$ cat src/rtl/ecc_fault_pkg.sv
package ecc_fault_pkg;
  localparam int WORD_W = 64;
  localparam int SYN_W  = 8;

  // strobes from control to datapath
  typedef struct packed {
    logic             ceLoad;
    logic             ueLoad;
    logic             forceInj;
    logic [SYN_W-1:0] pattern;
  } dpStrobe_t;

  // internal status vector order
  localparam int ST_CE  = 0;
  localparam int ST_CE2 = 1;
  localparam int ST_UE  = 2;
  localparam int ST_UE2 = 3;
  localparam int ST_W   = 4;
  localparam int ST_LSB = 3;  // bus bit of ST_CE
endpackage

$ cat src/rtl/ecc_fault_capture.sv
module ecc_fault_capture
  import ecc_fault_pkg::*;
#(
  parameter int ERR_AW = 32
) (
  input  logic              clk,
  input  logic              rst_n,
  input  logic              load,
  input  logic [ERR_AW-1:0] evAddr,
  input  logic [SYN_W-1:0]  evSyn,
  input  logic [WORD_W-1:0] evData,
  output logic [ERR_AW-1:0] addrQ,
  output logic [SYN_W-1:0]  synQ,
  output logic [WORD_W-1:0] dataQ
);
  always_ff @(posedge clk or negedge rst_n) begin
    if (!rst_n) begin
      addrQ <= '0;
      synQ  <= '0;
      dataQ <= '0;
    end else if (load) begin
      addrQ <= evAddr;
      synQ  <= evSyn;
      dataQ <= evData;
    end
  end
endmodule

$ cat src/rtl/ecc_fault_dp.sv
module ecc_fault_dp
  import ecc_fault_pkg::*;
#(
  parameter int ERR_AW = 32
) (
  input  logic              clk,
  input  logic              rst_n,
  input  dpStrobe_t         strb,
  input  logic [ERR_AW-1:0] ceAddr,
  input  logic [SYN_W-1:0]  ceSyndrome,
  input  logic [WORD_W-1:0] ceData,
  input  logic [ERR_AW-1:0] ueAddr,
  input  logic [SYN_W-1:0]  ueSyndrome,
  input  logic [WORD_W-1:0] ueData,
  input  logic [SYN_W-1:0]  wrCheckIn,
  output logic [SYN_W-1:0]  wrCheckOut,
  output logic [ERR_AW-1:0] ceAddrQ,
  output logic [SYN_W-1:0]  ceSynQ,
  output logic [WORD_W-1:0] ceDataQ,
  output logic [ERR_AW-1:0] ueAddrQ,
  output logic [SYN_W-1:0]  ueSynQ,
  output logic [WORD_W-1:0] ueDataQ
);
  localparam int KINDS = 2;

  logic [KINDS-1:0]  loadV;
  logic [ERR_AW-1:0] inAddr [KINDS];
  logic [SYN_W-1:0]  inSyn  [KINDS];
  logic [WORD_W-1:0] inData [KINDS];
  logic [ERR_AW-1:0] qAddr  [KINDS];
  logic [SYN_W-1:0]  qSyn   [KINDS];
  logic [WORD_W-1:0] qData  [KINDS];

  // kind 0 = correctable, kind 1 = uncorrectable
  assign loadV     = {strb.ueLoad, strb.ceLoad};
  assign inAddr[0] = ceAddr;
  assign inSyn[0]  = ceSyndrome;
  assign inData[0] = ceData;
  assign inAddr[1] = ueAddr;
  assign inSyn[1]  = ueSyndrome;
  assign inData[1] = ueData;

  for (genvar k = 0; k < KINDS; k++) begin : g_cap
    ecc_fault_capture #(.ERR_AW(ERR_AW)) u_cap (
      .clk   (clk),
      .rst_n (rst_n),
      .load  (loadV[k]),
      .evAddr(inAddr[k]),
      .evSyn (inSyn[k]),
      .evData(inData[k]),
      .addrQ (qAddr[k]),
      .synQ  (qSyn[k]),
      .dataQ (qData[k])
    );
  end

  assign ceAddrQ = qAddr[0];
  assign ceSynQ  = qSyn[0];
  assign ceDataQ = qData[0];
  assign ueAddrQ = qAddr[1];
  assign ueSynQ  = qSyn[1];
  assign ueDataQ = qData[1];

  // fault injection on the write check byte
  assign wrCheckOut = wrCheckIn ^ (strb.forceInj ? strb.pattern : '0);
endmodule

$ cat src/rtl/ecc_fault_ctrl.sv
module ecc_fault_ctrl
  import ecc_fault_pkg::*;
#(
  parameter int ERR_AW  = 32,
  parameter int BUS_AW  = 8,
  parameter int INT_BASE = 'h40
) (
  input  logic              clk,
  input  logic              rst_n,
  input  logic [BUS_AW-1:0] regAddr,
  input  logic              regWrEn,
  input  logic [31:0]       regWrData,
  output logic [31:0]       regRdData,
  input  logic              ceValid,
  input  logic              ueValid,
  input  logic [ERR_AW-1:0] ceAddrQ,
  input  logic [SYN_W-1:0]  ceSynQ,
  input  logic [WORD_W-1:0] ceDataQ,
  input  logic [ERR_AW-1:0] ueAddrQ,
  input  logic [SYN_W-1:0]  ueSynQ,
  input  logic [WORD_W-1:0] ueDataQ,
  output dpStrobe_t         strb,
  output logic [ST_W-1:0]   statQ,
  output logic              irqOut
);
  localparam logic [BUS_AW-1:0] A_OPT   = BUS_AW'('h00);
  localparam logic [BUS_AW-1:0] A_UADDR = BUS_AW'('h08);
  localparam logic [BUS_AW-1:0] A_USTAT = BUS_AW'('h0C);
  localparam logic [BUS_AW-1:0] A_ULO   = BUS_AW'('h10);
  localparam logic [BUS_AW-1:0] A_UHI   = BUS_AW'('h14);
  localparam logic [BUS_AW-1:0] A_CADDR = BUS_AW'('h18);
  localparam logic [BUS_AW-1:0] A_CSTAT = BUS_AW'('h1C);
  localparam logic [BUS_AW-1:0] A_CLO   = BUS_AW'('h20);
  localparam logic [BUS_AW-1:0] A_CHI   = BUS_AW'('h24);
  localparam logic [BUS_AW-1:0] A_ISTAT = BUS_AW'(INT_BASE);
  localparam logic [BUS_AW-1:0] A_IACK  = BUS_AW'(INT_BASE + 4);

  logic [1:0]       modeQ;
  logic             forceQ;
  logic [SYN_W-1:0] patQ;
  logic             eccOn;
  logic             ceHit, ueHit;
  logic [ST_W-1:0]  setV, ackV, statD;
  logic             optWr, ackWr;
  logic             unusedWrBits;

  assign optWr = regWrEn && (regAddr == A_OPT);
  assign ackWr = regWrEn && (regAddr == A_IACK);
  assign unusedWrBits = ^{regWrData[31:24], regWrData[15:9], regWrData[7:2]};

  // option register
  always_ff @(posedge clk or negedge rst_n) begin
    if (!rst_n) begin
      modeQ  <= '0;
      forceQ <= 1'b0;
      patQ   <= '0;
    end else if (optWr) begin
      modeQ  <= regWrData[1:0];
      forceQ <= regWrData[8];
      patQ   <= regWrData[23:16];
    end
  end

  // modes 1 and 3 enable logging, 0 and 2 do not
  assign eccOn = modeQ[0];
  assign ceHit = ceValid && eccOn;
  assign ueHit = ueValid && eccOn;

  always_comb begin
    setV         = '0;
    setV[ST_CE]  = ceHit && !statQ[ST_CE];
    setV[ST_CE2] = ceHit &&  statQ[ST_CE];
    setV[ST_UE]  = ueHit && !statQ[ST_UE];
    setV[ST_UE2] = ueHit &&  statQ[ST_UE];
    ackV  = ackWr ? regWrData[ST_LSB +: ST_W] : '0;
    statD = (statQ & ~ackV) | setV;
  end

  always_ff @(posedge clk or negedge rst_n) begin
    if (!rst_n) begin
      statQ  <= '0;
      irqOut <= 1'b0;
    end else begin
      statQ  <= statD;
      irqOut <= |statQ;
    end
  end

  assign strb.ceLoad   = setV[ST_CE];
  assign strb.ueLoad   = setV[ST_UE];
  assign strb.forceInj = forceQ;
  assign strb.pattern  = patQ;

  always_comb begin
    regRdData = '0;
    unique case (regAddr)
      A_OPT:   regRdData = {8'h0, patQ, 7'h0, forceQ, 6'h0, modeQ};
      A_UADDR: regRdData = 32'(ueAddrQ);
      A_USTAT: regRdData = {16'h0, ueSynQ, 8'h0};
      A_ULO:   regRdData = ueDataQ[31:0];
      A_UHI:   regRdData = ueDataQ[63:32];
      A_CADDR: regRdData = 32'(ceAddrQ);
      A_CSTAT: regRdData = {16'h0, ceSynQ, 8'h0};
      A_CLO:   regRdData = ceDataQ[31:0];
      A_CHI:   regRdData = ceDataQ[63:32];
      A_ISTAT: regRdData = 32'(statQ) << ST_LSB;
      default: regRdData = '0;
    endcase
  end
endmodule

$ cat src/rtl/ecc_fault_monitor.sv
module ecc_fault_monitor
  import ecc_fault_pkg::*;
#(
  parameter int ERR_AW   = 32,
  parameter int BUS_AW   = 8,
  parameter int INT_BASE = 'h40
) (
  input  logic              clk,
  input  logic              rst_n,
  input  logic [BUS_AW-1:0] regAddr,
  input  logic              regWrEn,
  input  logic [31:0]       regWrData,
  output logic [31:0]       regRdData,
  input  logic              ceValid,
  input  logic [ERR_AW-1:0] ceAddr,
  input  logic [7:0]        ceSyndrome,
  input  logic [63:0]       ceData,
  input  logic              ueValid,
  input  logic [ERR_AW-1:0] ueAddr,
  input  logic [7:0]        ueSyndrome,
  input  logic [63:0]       ueData,
  input  logic [7:0]        wrCheckIn,
  output logic [7:0]        wrCheckOut,
  output logic              irqOut
);
  dpStrobe_t         dpStrb;
  logic [ST_W-1:0]   intStat;
  logic [ERR_AW-1:0] ceAddrQ, ueAddrQ;
  logic [SYN_W-1:0]  ceSynQ, ueSynQ;
  logic [WORD_W-1:0] ceDataQ, ueDataQ;

  ecc_fault_ctrl #(.ERR_AW(ERR_AW), .BUS_AW(BUS_AW), .INT_BASE(INT_BASE)) u_ctrl (
    .clk(clk), .rst_n(rst_n),
    .regAddr(regAddr), .regWrEn(regWrEn), .regWrData(regWrData), .regRdData(regRdData),
    .ceValid(ceValid), .ueValid(ueValid),
    .ceAddrQ(ceAddrQ), .ceSynQ(ceSynQ), .ceDataQ(ceDataQ),
    .ueAddrQ(ueAddrQ), .ueSynQ(ueSynQ), .ueDataQ(ueDataQ),
    .strb(dpStrb), .statQ(intStat), .irqOut(irqOut)
  );

  ecc_fault_dp #(.ERR_AW(ERR_AW)) u_dp (
    .clk(clk), .rst_n(rst_n), .strb(dpStrb),
    .ceAddr(ceAddr), .ceSyndrome(ceSyndrome), .ceData(ceData),
    .ueAddr(ueAddr), .ueSyndrome(ueSyndrome), .ueData(ueData),
    .wrCheckIn(wrCheckIn), .wrCheckOut(wrCheckOut),
    .ceAddrQ(ceAddrQ), .ceSynQ(ceSynQ), .ceDataQ(ceDataQ),
    .ueAddrQ(ueAddrQ), .ueSynQ(ueSynQ), .ueDataQ(ueDataQ)
  );
endmodule

$ cat config.mk
export PLATFORM = sky130hd
export DESIGN_NAME = ecc_fault_monitor
export DESIGN_NICKNAME = d
export VERILOG_FILES = /design/src/rtl/ecc_fault_pkg.sv /design/src/rtl/ecc_fault_capture.sv /design/src/rtl/ecc_fault_dp.sv /design/src/rtl/ecc_fault_ctrl.sv /design/src/rtl/ecc_fault_monitor.sv
export SDC_FILE = /design/constraint.sdc
export NUM_CORES = 1
export LEC_CHECK = 0
export ABC_CLOCK_PERIOD_IN_PS = 2100
export BUFFER_PORTS_ARGS = -buffer_cell sky130_fd_sc_hd__buf_2
export CORE_ASPECT_RATIO = 1.25
export CORE_MARGIN = 2
export CORE_UTILIZATION = 52
export CTS_CLUSTER_DIAMETER = 150
export CTS_CLUSTER_SIZE = 28
export DETAILED_ROUTE_END_ITERATION = 8
export PLACE_DENSITY = 0.87
export SLEW_MARGIN = 25
export SYNTH_ARGS = -nofsm -noshare
export SYNTH_HDL_FRONTEND = slang
export SYNTH_SLANG_ARGS = --single-unit
$ cat constraint.sdc
create_clock -name clk -period 2.1 [get_ports clk]
set_input_delay 0.21 -clock clk [delete_from_list [all_inputs] [get_ports clk]]
set_output_delay 0.21 -clock clk [all_outputs]
set_load 0.02 [all_outputs]
==> metrics.log <==
INFO  metric report.final.hold_viol_count = 0
INFO  metric synth_flop_cell = sky130_fd_sc_hd__dfrtp_1
INFO  metric powerDensity = 750.8 mW/mm^2
INFO  metric util_after_layout = 0.7664
INFO  metric layout.cells.most_common_list = sky130_fd_sc_hd__buf_2 (281), sky130_fd_sc_hd__dfrtp_1 (224), sky130_fd_sc_hd__mux2_2 (223)
INFO  metric timing.critical_path.arrival = 1.92 ns
INFO  metric crit_chain = buf_2 > buf_4 > nor4b_4 > buf_4 > buf_4 > a32oi_1 > o22ai_1 > a221o_1 > buf_2
INFO  metric critical-path-max-stage-delay = 0.43 ns
INFO  metric wl_per_cell = 23.94 um
INFO  metric tritoncts = yes
INFO  metric synthCells = 766
INFO  metric grt_pass1_vias = 10191
INFO  metric cellLeakagePower = 7.392 nW
INFO  metric drt-vias-per-instance = 5.865
INFO  metric slew_headroom = 0.5579
INFO  metric finalWorstSetupSlack = -0.03100 ns
INFO  metric worstHoldPathType = input port to flip-flop
INFO  metric detail-route-antenna-nets = 0
INFO  metric synth_seq_area_share = 0.5391
INFO  metric grt_pass1_wl = 56.21 mm
INFO  metric mappedNetlistArea = 0.01040 sq mm
INFO  metric timing.final.max_slew_violations = 0
INFO  metric start_kind = input port
INFO  metric synth_fp_nets = 1027
INFO  metric max_clock_skew = 0.008601 ns
INFO  metric cp-end-kind = output port
INFO  metric async_reset_ff_frac = 1.000
INFO  metric drive_above_1_share = 0.4661
INFO  metric crit_fanout = 7
INFO  metric grt-ovfl-total = 0
INFO  metric dp_hpwl = 21.92 mm
INFO  metric gp_routability_congestion = 0.8958
INFO  metric io_buffer_count = 284
INFO  metric timing.critical_path.mode_cell = sky130_fd_sc_hd__buf_4
INFO  metric critical-path-top-delay-family = buffers and inverters
INFO  metric worst_slew_pin_slew = 0.6602 ns
INFO  metric irDropWorstVdd = 0.7143 mV
INFO  metric synthesis.yosys.warnings = 0
INFO  metric run_status = finished with violations
INFO  metric clkLatencyLatePin = 0.47 ns
INFO  metric cp_data_required_time = 1.89 ns
INFO  metric minimum_hold_slack = 0.03534 ns
INFO  metric drc_errors = 0
INFO  metric initialDrtViolationCount = 702
INFO  metric report.final.setup_viol = 2
INFO  metric syn2layout_area_growth = 44.03%
INFO  metric drt_pre_antenna_iters = 5
INFO  metric count_of_flip_flops_with_a_built_in_enable_after_synthesis = 0
INFO  metric ctsLongestPathBuffers = 3
INFO  metric num_rows = 57
INFO  metric yosys.cell_types.count = 51
INFO  metric drt-total-wl = 37.23 mm
INFO  metric clkSinkCount = 224
INFO  metric min_period = 2.131 ns
INFO  metric post-route-period-util = 1.015
INFO  metric grt_max_degree = 69
INFO  metric postSynthAreaPerCell = 13.57 sq um
INFO  metric num_vias = 9120
INFO  metric initial_utilization = 0.5321
INFO  metric number_of_buffers_inserted_during_clock_tree_synthesis = 11
INFO  metric unrepaired_setup_endpoints_after_global_routing = true
INFO  metric cts_root_buf = sky130_fd_sc_hd__clkbuf_16
INFO  metric critical_path.n_buffers_inverters = 5
INFO  metric critical_path_class = input port to output port
INFO  metric ctsHtreeMaxLevel = 1
INFO  metric die_area = 0.02115 sq mm
INFO  metric ys_ff_latch = 224
INFO  metric fp.coreArea = 0.01954 sq mm
INFO  metric finalNetCount = 1546
INFO  metric die_y = 162.1 um
INFO  metric clock.fmax = 0.4693 GHz
INFO  metric violations_in_the_final_reports = setup timing
INFO  metric critical-path-slowest-cell = sky130_fd_sc_hd__nor4b_4
INFO  metric die_w = 130.5 um
INFO  metric layout_commonest_cell = sky130_fd_sc_hd__buf_2
INFO  metric initial_antenna_violation_count = 7
INFO  metric cts.reportedPaths.clkPinSlew = 0.11 ns
INFO  metric maxcap_viol_count = 0
INFO  metric num_io_pins = 302
INFO  metric grt_util_all_layers = 0.3515
[cell families after synthesis]
family                 Yosys count  synth area share
AO/OA/AOI/OAI                  111           0.08183
XOR/XNOR                         8          0.006739
buffers and inverters           53           0.02551
flip-flops                     224            0.5391
multiplexers                   266            0.2889
AND/OR/NAND/NOR                104           0.05788
[metal layers]
layer / wire (um) / GRT usage / vias up
met5: 12 / 0 / -
met4: 2481 / 0.2074 / 2
met3: 2693 / 0.06291 / 192
met2: 18750 / 0.6033 / 571
met1: 13290 / 0.4089 / 4494
li1: - / - / 3861
[Yosys cell counts, types with 3 or more instances]
cell type                  count  share of area
sky130_fd_sc_hd__a222oi_1      4         0.0039
sky130_fd_sc_hd__a22o_1       15          0.013
sky130_fd_sc_hd__or4_1         4         0.0029
sky130_fd_sc_hd__and2_1       10         0.0060
sky130_fd_sc_hd__nor3_1        3         0.0014
sky130_fd_sc_hd__a221o_1       3         0.0029
sky130_fd_sc_hd__a32oi_1       3         0.0025
sky130_fd_sc_hd__clkbuf_1      9         0.0032
sky130_fd_sc_hd__a32o_1        3         0.0029
sky130_fd_sc_hd__mux2_4       10          0.014
sky130_fd_sc_hd__mux2_2      223           0.24
sky130_fd_sc_hd__o22ai_1       5         0.0030
sky130_fd_sc_hd__buf_2        29          0.014
sky130_fd_sc_hd__a22oi_1      33          0.024
sky130_fd_sc_hd__dfrtp_1     224           0.54
sky130_fd_sc_hd__nor4b_4       3         0.0069
sky130_fd_sc_hd__nand2_1      34          0.012
sky130_fd_sc_hd__mux2i_1      32          0.031
sky130_fd_sc_hd__xnor2_1       8         0.0067
sky130_fd_sc_hd__o32ai_1       4         0.0034
sky130_fd_sc_hd__nor2b_1       8         0.0048
sky130_fd_sc_hd__buf_6         3         0.0032
sky130_fd_sc_hd__o21ai_1       3         0.0014
sky130_fd_sc_hd__nor2_1       17         0.0061
sky130_fd_sc_hd__o221ai_1      6         0.0051
sky130_fd_sc_hd__nand3_1       9         0.0043
sky130_fd_sc_hd__a221oi_1      3         0.0025
sky130_fd_sc_hd__o21ai_0      11         0.0053
sky130_fd_sc_hd__o211ai_1      6         0.0043
sky130_fd_sc_hd__a21oi_1       4         0.0019
sky130_fd_sc_hd__buf_1         9         0.0032
[final timing paths]
path	startpoint	cells after the start	end	slack, ns
setup reg to reg	u_ctrl.statQ[2]	3	u_dp.g_cap[1].u_cap.addrQ[18]	0.47
max in group asynchronous	rst_n	3	u_dp.g_cap[0].u_cap.dataQ[26]	0.99
setup / recovery	regAddr[6]	9	regRdData[4]	-0.03
hold / removal	regWrData[3]	4	u_ctrl.statQ[0]	0.04
min in group asynchronous	rst_n	2	u_dp.g_cap[1].u_cap.dataQ[39]	0.27
hold reg to reg	u_dp.g_cap[0].u_cap.addrQ[6]	1	u_dp.g_cap[0].u_cap.addrQ[6]	0.52
[flip-flops by register name, indices dropped and copies added (netlist names)]
name / count
u_dp.g_cap.u_cap.dataQ: 128
u_ctrl.modeQ: 2
u_dp.g_cap.u_cap.addrQ: 64
u_ctrl.forceQ: 1
u_dp.g_cap.u_cap.synQ: 16
u_ctrl.patQ: 8
u_ctrl.irqOut: 1
u_ctrl.statQ: 4
[power breakdown]
part	total (mW)	switching, mW	internal (mW)
Sequential	6.25	0.754	5.50
Combinational	2.69	1.04	1.65
Clock	2.30	1.34	0.953
[timing repair]
| action | CTS | global route |
|---|---|---|
| pin swaps | 1 | 3 |
| setup endpoints to repair | 4 | 26 |
| hold endpoints to repair | 280 | 1 |
| hold buffers | 221 | 1 |
| gates resized for setup | 2 | 13 |
| buffers inserted | 0 | 3 |
[worst register-to-register path, cell delays in order, from the launching register on]
cell	delay [ns]
sky130_fd_sc_hd__dfrtp_1	0.45
sky130_fd_sc_hd__nand3b_1	0.26
sky130_fd_sc_hd__buf_12	0.31
sky130_fd_sc_hd__mux2_2	0.49
[per-stage QoR]
| stage | setup slack [ns] | power, mW | area (sq um) | TNS, ns | std cells |
|---|---|---|---|---|---|
| 6_report | -0.03100 | 11.24 | 14980 | -0.04382 | 1555 |
| 5_1_grt | -0.06230 | 11.72 | 14970 | -0.1841 | 1554 |
| 4_1_cts | 0.005911 | 10.99 | 14880 | 0 | 1544 |
| 3_5_place_dp | -0.06954 | 8.442 | 12390 | -0.08058 | 1312 |
| 3_3_place_gp | -0.01411 | 8.248 | 12390 | -0.01432 | 1312 |
| 2_1_floorplan | 0.1713 | 7.532 | 10400 | 0 | 766 |
[final cells by class]
| cell class | count | area, sq um |
|---|---|---|
| Timing Repair Buffer | 558 | 4177 |
| Tap cell | 265 | 331.6 |
| Inverter | 1 | 3.754 |
| Multi-Input combinational cell | 489 | 4566 |
| Antenna cell | 7 | 17.52 |
| Clock buffer | 11 | 275.3 |
| Sequential cell | 224 | 5605 |
| Fill cell | 1184 | 4566 |
(Power assumes the default switching activity.)
